**src/rtl/pgwr_pkg.sv**
```systemverilog
// Shared types for the page-write sequencer.
package pgwr_pkg;

    // Sequencer phase: waiting, collecting page bytes, programming the array.
    typedef enum logic [1:0] {
        ST_IDLE = 2'd0,
        ST_LOAD = 2'd1,
        ST_PROG = 2'd2
    } seq_st_t;

endpackage

```
**src/rtl/pgwr_dcnt.sv**
```systemverilog
// Loadable down counter with a zero flag.
// Assumes: ld has priority over dec; the count holds at zero.
module pgwr_dcnt #(
    parameter int CNT_W = 8
) (
    input  logic             clk,
    input  logic             rst_n,
    input  logic             ld,
    input  logic [CNT_W-1:0] ld_val,
    input  logic             dec,
    output logic             zero
);

    logic [CNT_W-1:0] cnt_q;

    // Count register: reset, reload, or step toward zero.
    always_ff @(posedge clk) begin
        if (!rst_n)
            cnt_q <= '0;
        else if (ld)
            cnt_q <= ld_val;
        else if (dec && cnt_q != '0)
            cnt_q <= cnt_q - 1'b1;
    end

    assign zero = (cnt_q == '0);

endmodule

```
**src/rtl/pgwr_page_buf.sv**
```systemverilog
// Page buffer: one data register and one valid bit per slot.
// Assumes: clr and wr never refer to the same cycle's data (clr wins).
module pgwr_page_buf #(
    parameter int SLOT_W = 5,
    parameter int DATA_W = 8,
    localparam int SLOTS = 1 << SLOT_W
) (
    input  logic                         clk,
    input  logic                         rst_n,
    input  logic                         clr,
    input  logic                         wr,
    input  logic [SLOT_W-1:0]            wr_slot,
    input  logic [DATA_W-1:0]            wr_data,
    output logic [SLOTS-1:0][DATA_W-1:0] buf_data,
    output logic [SLOTS-1:0]             buf_vld
);

    for (genvar g = 0; g < SLOTS; g++) begin : g_slot
        logic hit;
        assign hit = wr && (wr_slot == SLOT_W'(g));

        // Slot valid bit: set by a write, cleared by a drop or commit.
        always_ff @(posedge clk) begin
            if (!rst_n || clr)
                buf_vld[g] <= 1'b0;
            else if (hit)
                buf_vld[g] <= 1'b1;
        end

        // Slot data: the last byte written to this slot wins.
        always_ff @(posedge clk) begin
            if (hit)
                buf_data[g] <= wr_data;
        end
    end

endmodule

```
**src/rtl/pgwr_array.sv**
```systemverilog
// Byte array that models the nonvolatile store, with a whole-page commit port.
// Assumes: contents survive every reset; one asynchronous read port.
module pgwr_array #(
    parameter int ADDR_W = 8,
    parameter int SLOT_W = 5,
    parameter int DATA_W = 8,
    localparam int SLOTS  = 1 << SLOT_W,
    localparam int PAGE_W = ADDR_W - SLOT_W,
    localparam int DEPTH  = 1 << ADDR_W
) (
    input  logic                         clk,
    input  logic                         commit,
    input  logic [PAGE_W-1:0]            page,
    input  logic [SLOTS-1:0][DATA_W-1:0] pg_data,
    input  logic [SLOTS-1:0]             pg_vld,
    input  logic [ADDR_W-1:0]            rd_addr,
    output logic [DATA_W-1:0]            rd_data
);

    logic [DATA_W-1:0] mem [DEPTH];

    // Commit: program every valid slot of the buffered page at once.
    always_ff @(posedge clk) begin
        if (commit) begin
            for (int i = 0; i < SLOTS; i++) begin
                if (pg_vld[i])
                    mem[{page, SLOT_W'(i)}] <= pg_data[i];
            end
        end
    end

    assign rd_data = mem[rd_addr];

endmodule

```
**src/rtl/pgwr_seq.sv**
```systemverilog
// Page-write sequencer top. It collects byte writes into a page buffer, closes
// the page after LOAD_CYC idle cycles, programs for PROG_CYC cycles, and answers
// polls with a toggling flag while it programs.
// Assumes: por_n is applied once at power-up; rst_n may pulse at any time.
module pgwr_seq
    import pgwr_pkg::*;
#(
    parameter int ADDR_W   = 8,
    parameter int DATA_W   = 8,
    parameter int SLOT_W   = 5,
    parameter int LOAD_CYC = 12500,
    parameter int PROG_CYC = 625000,
    parameter int TOG_BIT  = 6
) (
    input  logic              clk,
    input  logic              por_n,
    input  logic              rst_n,
    input  logic              wr_en,
    input  logic              wr_lock,
    input  logic              rd_en,
    input  logic [ADDR_W-1:0] addr,
    input  logic [DATA_W-1:0] wdata,
    input  logic              irq_en,
    output logic [DATA_W-1:0] rdata,
    output logic              busy,
    output logic              irq
);

    localparam int SLOTS   = 1 << SLOT_W;
    localparam int PAGE_W  = ADDR_W - SLOT_W;
    localparam int MAX_CYC = (LOAD_CYC > PROG_CYC) ? LOAD_CYC : PROG_CYC;
    localparam int CNT_W   = $clog2(MAX_CYC + 1);

    seq_st_t                      st_q;
    logic [PAGE_W-1:0]            page_q;
    logic                         tog_q;
    logic                         accept, drop, close, commit;
    logic                         win_zero, prog_zero;
    logic [SLOTS-1:0][DATA_W-1:0] pg_data;
    logic [SLOTS-1:0]             pg_vld;
    logic [DATA_W-1:0]            arr_rd;
    logic [DATA_W-1:0]            poll_word;

    // Request decode: take a byte only when unlocked, idle or loading, bus out of reset.
    assign accept = wr_en && !wr_lock && rst_n && (st_q != ST_PROG);
    assign drop   = (st_q == ST_LOAD) && (!rst_n || wr_lock);
    assign close  = (st_q == ST_LOAD) && !drop && !accept && win_zero;
    assign commit = (st_q == ST_PROG) && prog_zero;
    assign busy   = (st_q == ST_PROG);

    // Phase register: only power-on reset may abort a running program phase.
    always_ff @(posedge clk) begin
        if (!por_n) begin
            st_q <= ST_IDLE;
        end else begin
            unique case (st_q)
                ST_IDLE: if (accept) st_q <= ST_LOAD;
                ST_LOAD: begin
                    if (drop)       st_q <= ST_IDLE;
                    else if (close) st_q <= ST_PROG;
                end
                ST_PROG: if (prog_zero) st_q <= ST_IDLE;
                default: st_q <= ST_IDLE;
            endcase
        end
    end

    // Page address: taken from the first byte of each page.
    always_ff @(posedge clk) begin
        if (!por_n)
            page_q <= '0;
        else if (accept && st_q == ST_IDLE)
            page_q <= addr[ADDR_W-1:SLOT_W];
    end

    // Inactivity window: re-armed on each accepted byte.
    pgwr_dcnt #(.CNT_W(CNT_W)) u_win (
        .clk    (clk),
        .rst_n  (por_n),
        .ld     (accept),
        .ld_val (CNT_W'(LOAD_CYC - 1)),
        .dec    (st_q == ST_LOAD),
        .zero   (win_zero)
    );

    // Program-phase timer: loaded when the page closes.
    pgwr_dcnt #(.CNT_W(CNT_W)) u_prog (
        .clk    (clk),
        .rst_n  (por_n),
        .ld     (close),
        .ld_val (CNT_W'(PROG_CYC - 1)),
        .dec    (st_q == ST_PROG),
        .zero   (prog_zero)
    );

    pgwr_page_buf #(.SLOT_W(SLOT_W), .DATA_W(DATA_W)) u_buf (
        .clk      (clk),
        .rst_n    (por_n),
        .clr      (drop || commit),
        .wr       (accept),
        .wr_slot  (addr[SLOT_W-1:0]),
        .wr_data  (wdata),
        .buf_data (pg_data),
        .buf_vld  (pg_vld)
    );

    pgwr_array #(.ADDR_W(ADDR_W), .SLOT_W(SLOT_W), .DATA_W(DATA_W)) u_arr (
        .clk     (clk),
        .commit  (commit),
        .page    (page_q),
        .pg_data (pg_data),
        .pg_vld  (pg_vld),
        .rd_addr (addr),
        .rd_data (arr_rd)
    );

    // Poll flag: restarts at 0 each phase and flips on every busy read.
    always_ff @(posedge clk) begin
        if (!por_n || !rst_n || !busy)
            tog_q <= 1'b0;
        else if (rd_en)
            tog_q <= !tog_q;
    end

    always_comb begin
        poll_word          = '0;
        poll_word[TOG_BIT] = tog_q;
    end

    // Read data register: status word while busy, array contents otherwise.
    always_ff @(posedge clk) begin
        if (!por_n || !rst_n)
            rdata <= '0;
        else if (rd_en)
            rdata <= busy ? poll_word : arr_rd;
    end

    // Completion interrupt: set when a phase ends, cleared by a read or reset.
    always_ff @(posedge clk) begin
        if (!por_n || !rst_n)
            irq <= 1'b0;
        else if (commit && irq_en)
            irq <= 1'b1;
        else if (rd_en)
            irq <= 1'b0;
    end

endmodule

```
**config.mk**
```make
export PLATFORM = sky130hd
export DESIGN_NAME = pgwr_seq
export DESIGN_NICKNAME = d
export VERILOG_FILES = /design/src/rtl/pgwr_pkg.sv /design/src/rtl/pgwr_dcnt.sv /design/src/rtl/pgwr_page_buf.sv /design/src/rtl/pgwr_array.sv /design/src/rtl/pgwr_seq.sv
export SDC_FILE = /design/constraint.sdc
export NUM_CORES = 2
export LEC_CHECK = 0
export BUFFER_PORTS_ARGS = -buffer_cell sky130_fd_sc_hd__clkbuf_2
export CAP_MARGIN = 10
export CORE_UTILIZATION = 60
export CTS_BUF_LIST = sky130_fd_sc_hd__clkbuf_8 sky130_fd_sc_hd__clkbuf_16
export CTS_CLUSTER_SIZE = 10
export DETAILED_ROUTE_END_ITERATION = 16
export GPL_TIMING_DRIVEN = 0
export HOLD_SLACK_MARGIN = 0.03
export PLACE_DENSITY = 0.76
export SLEW_MARGIN = 0
export SYNTH_ARGS = -nofsm -noshare
export SYNTH_HDL_FRONTEND = slang
export SYNTH_HIERARCHICAL = 1
export SYNTH_SLANG_ARGS = --single-unit
```
**constraint.sdc**
```tcl
create_clock -name clk -period 3.5 [get_ports clk]
set_clock_uncertainty 0.05 [all_clocks]
set_input_delay 0.35 -clock clk [delete_from_list [all_inputs] [get_ports clk]]
set_output_delay 0.35 -clock clk [all_outputs]
set_load 0.02 [all_outputs]
```
==> qor.yml <==
maximum_number_of_pins_on_one_net_before_global_route_repair: 33
first_iter_violations: 11727
crit_family: "buffers and inverters"
path_cells: "buf_2, buf_8, buf_4, buf_6, nand2_4, clkbuf_4, o221ai_4, o21ai_0, a21oi_2, a211oi_1, nor4_2, nand2_1, a311oi_1"
min_path_type: "primary input to flip-flop"
synth_area_leaders: "sky130_fd_sc_hd__edfxtp_1 76%, sky130_fd_sc_hd__mux4_2 12%, sky130_fd_sc_hd__dfxtp_1 1.9%, sky130_fd_sc_hd__mux2i_1 1.6%, sky130_fd_sc_hd__nor2_1 1.3%"
place_worst_setup_slack_ns: -2.68
drt-wirelength-per-cell_um: 54.2
detail_route.vias_per_cell: 7.93
final.fill_count: 8720
post-route-drc-count: 0
vertical_die_dimension_um: 393
layout-area-overhead-vs-synth_pct: 17.2
yosys_register_bits: 2391
postSynth.asyncResetShare_pct: 0
synth_edf_count: 2304
die-width_um: 393
design.core.area_um2: 151000
drive_gt1_share_pct: 32.1
yosys_warnings: 6
cts_buffer_depth: 4
synthesis.instances: 4383
final_antenna_net_count: 0
root_buffer: "sky130_fd_sc_hd__clkbuf_16"
cpPeakStageDelay_ns: 0.55
dominantRegCellSynth: "sky130_fd_sc_hd__edfxtp_1"
globalRoute.busiestLayer: "met2"
maxCapViolations: 0
gr_ovfl_total: 0
min_period_ns: 3.90
detailed_route_wire_length_um: 385000
biggest_area_consumer_among_synthesized_cells: "sky130_fd_sc_hd__edfxtp_1"
num_vias: 56282
groute.layer.met2.usage_pct: 69.1
globalplace.congestion: 1.15
critical_path.startpoint: "addr[1]"
synth_seq_area_share_pct: 77.5
clock_insertion_delay_worst_skew_ns: 0.93
worst_path_required_ns: 4.24
final_hold_slack_ns: -0.0159
place.detailed.hpwl_um: 261000
run_status: "complete, but fails checks"
number_of_antenna_violations_at_the_first_check_in_global_routing: 32
global_route.usage.met3_pct: 27.2
crit_buf_inv: 5
rows: 142
vdd.ir_drop.worst_mv: 0.648
die_area_um2: 154000
ioPinCount: 33
critical_path.slowest_cell: "sky130_fd_sc_hd__nor4_2"
final_cell_area_um2: 107000
place.port_buffers: 30
worstSetupStartpointType: "primary input"
first_global_vias: 51765
fmaxAchievable_ghz: 0.256
timing.reg2reg.setup_slack_ns: -0.07
rsz_0062_raised_after_global_routing: "yes"
hold_path.startpoint: "wdata[2]"
number_of_sinks_on_the_clock_net: 2391
worst_r2r_startpoint: "page_q[2]"
multi_input_area_um2: 21400
tightestPinTransition_ns: 1.40
hold_vio_cnt_final: 7
use_met1_pct: 60.8
ff_latch_area_um2: 70900
h-tree-depth: 5
min_setup_slack_post_route_ns: -0.404
yosys.cell_count.top_type: "sky130_fd_sc_hd__edfxtp_1"
finish.net_count: 5001
synth.cell_area_um2: 91500
failing_checks: "negative hold slack, negative setup slack"
worst-setup-path-type: "primary input to flip-flop"
p_leak_nw: 34.3
number_of_placed_instances_with_taps_included: 6481
finalNonFillerCells: 7093
critPathArrivalTime_ns: 4.65
place_area_um2: 94600
floorplan.initialDensity_pct: 60.7
tritoncts_clock_tree: "done"
syn_area_per_cell_um2: 20.9
drt_pass1_iterations: 11
worst_setup_hold_path_clk_slew_ns: 0.06
critical_path.endpoint_type: "flip-flop"
globalRouteTotalUtil_pct: 50.4
synth_top_cell_area_share_pct: 75.6
finalSetupViolCount: 35
first_pass_grt_wire_length_um: 488000
final-max-slew-violation-count: 0
final.period_utilization_pct: 112
peak_fanout_along_the_critical_path: 11
synth_cell_types: 87
yosys-top-cells-count: "2,304 x sky130_fd_sc_hd__edfxtp_1, 477 x sky130_fd_sc_hd__mux4_2, 317 x sky130_fd_sc_hd__nor2_1, 147 x sky130_fd_sc_hd__mux2i_1, 112 x sky130_fd_sc_hd__clkbuf_1"
cts_made_buffers: 291
slew_headroom_pct: 6.82
power_density_nw_per_um2: 565
## path summary, 6_finish.rpt
kind	to	depth (start not counted)
setup reg to reg	u_arr/mem[191][0]	3
setup / recovery	rdata[6]	13
hold / removal	u_buf/buf_data[74]	1
hold reg to reg	rdata[0]	2
## placed cells by master (no fill, tap or decap), types with 22 or more instances in the layout
cell                        synthesis  layout
sky130_fd_sc_hd__clkbuf_2           2      59
sky130_fd_sc_hd__buf_8             13      35
sky130_fd_sc_hd__nand2_1           92      60
sky130_fd_sc_hd__o22ai_1           48      48
sky130_fd_sc_hd__o21ai_0           54      53
sky130_fd_sc_hd__mux4_2           477     477
sky130_fd_sc_hd__nor2_4             0     160
sky130_fd_sc_hd__mux2i_1          147     144
sky130_fd_sc_hd__a22oi_1           26      26
sky130_fd_sc_hd__nor2_1           317      61
sky130_fd_sc_hd__clkbuf_1         112      72
sky130_fd_sc_hd__buf_6             35      44
sky130_fd_sc_hd__a221oi_1          39      25
sky130_fd_sc_hd__clkbuf_16          0     297
sky130_fd_sc_hd__buf_12             4      49
sky130_fd_sc_hd__a21oi_1           82      75
sky130_fd_sc_hd__xnor2_1           29      29
sky130_fd_sc_hd__nor2b_1           24      22
sky130_fd_sc_hd__edfxtp_1        2304    2304
sky130_fd_sc_hd__a22o_1            40      40
sky130_fd_sc_hd__o221ai_1          43      24
sky130_fd_sc_hd__buf_4             21     188
sky130_fd_sc_hd__diode_2            0      23
sky130_fd_sc_hd__nor2_2             4     100
sky130_fd_sc_hd__inv_1              8      73
sky130_fd_sc_hd__conb_1             2      40
sky130_fd_sc_hd__dfxtp_1           87      87
sky130_fd_sc_hd__a211oi_1          35      32
## area by class of cell
| cell class | instances | area share [%] |
|---|---|---|
| Antenna cell | 23 | 0.0537 |
| Multi-Input combinational cell | 1769 | 19.9 |
| Inverter | 11 | 0.0385 |
| Sequential cell | 2391 | 66.1 |
| Buffer | 248 | 1.89 |
| Clock inverter | 76 | 0.295 |
| Tap cell | 2016 | 2.35 |
| Timing Repair Buffer | 262 | 2.40 |
| Clock buffer | 297 | 6.93 |
## flip-flops by register name, indices dropped and copies added, names as in the netlist
| name | count |
|---|---|
| u_buf/buf_data | 256 |
| page_q | 3 |
| u_arr/mem | 2048 |
| st_q | 2 |
| rdata | 8 |
| u_win/cnt_q | 20 |
| tog_q | 1 |
| irq | 1 |
| u_prog/cnt_q | 20 |
| u_buf/buf_vld | 32 |
## worst register-to-register path: stages (launching register included)
cell	delay (ns)
sky130_fd_sc_hd__dfxtp_1	0.53
sky130_fd_sc_hd__nand3b_1	0.69
sky130_fd_sc_hd__clkbuf_2	0.91
sky130_fd_sc_hd__nor2_1	1.01
## report_power, final
group	switching (mW)	internal (mW)	total, mW
registers	0.0514	31.0	31.0
logic	2.68	1.09	3.77
clock network	10.8	15.0	25.8
total	13.5	47.1	60.6
## per-layer routing
layer	part of all wire, %	wire length, µm
met1	31	117000
met2	41	159000
met3	19	72900
met4	9.1	35100
met5	0.11	424
## cells by family after synthesis
family	synth area share, %
adder cells (fa/ha/maj)	0.0547
AO/OA/AOI/OAI	3.68
XOR/XNOR	0.278
other	0.00821
multiplexers	13.5
buffers and inverters	1.75
flip-flops	77.5
AND/OR/NAND/NOR	3.18
## metrics by stage
step	setup TNS [ns]	total power [mW]	utilization, %
3_3_place_gp	-2825.50	34.8	62.6
3_5_place_dp	-2978.55	34.8	62.8
2_1_floorplan	0	33.1	-
6_report	-2.93	60.6	71.2
5_1_grt	-0.582	61.3	71.2
4_1_cts	-17.30	60.0	70.6
## timing repair
action / CTS / global route
hold endpoints to repair: 20 / 8
pin swaps: 124 / 19
setup endpoints to repair: 2216 / 1098
gates resized for setup: 613 / 102
hold buffers: 14 / 1
buffers inserted: 168 / 17
Note: power is estimated with default switching activity, not from simulation.
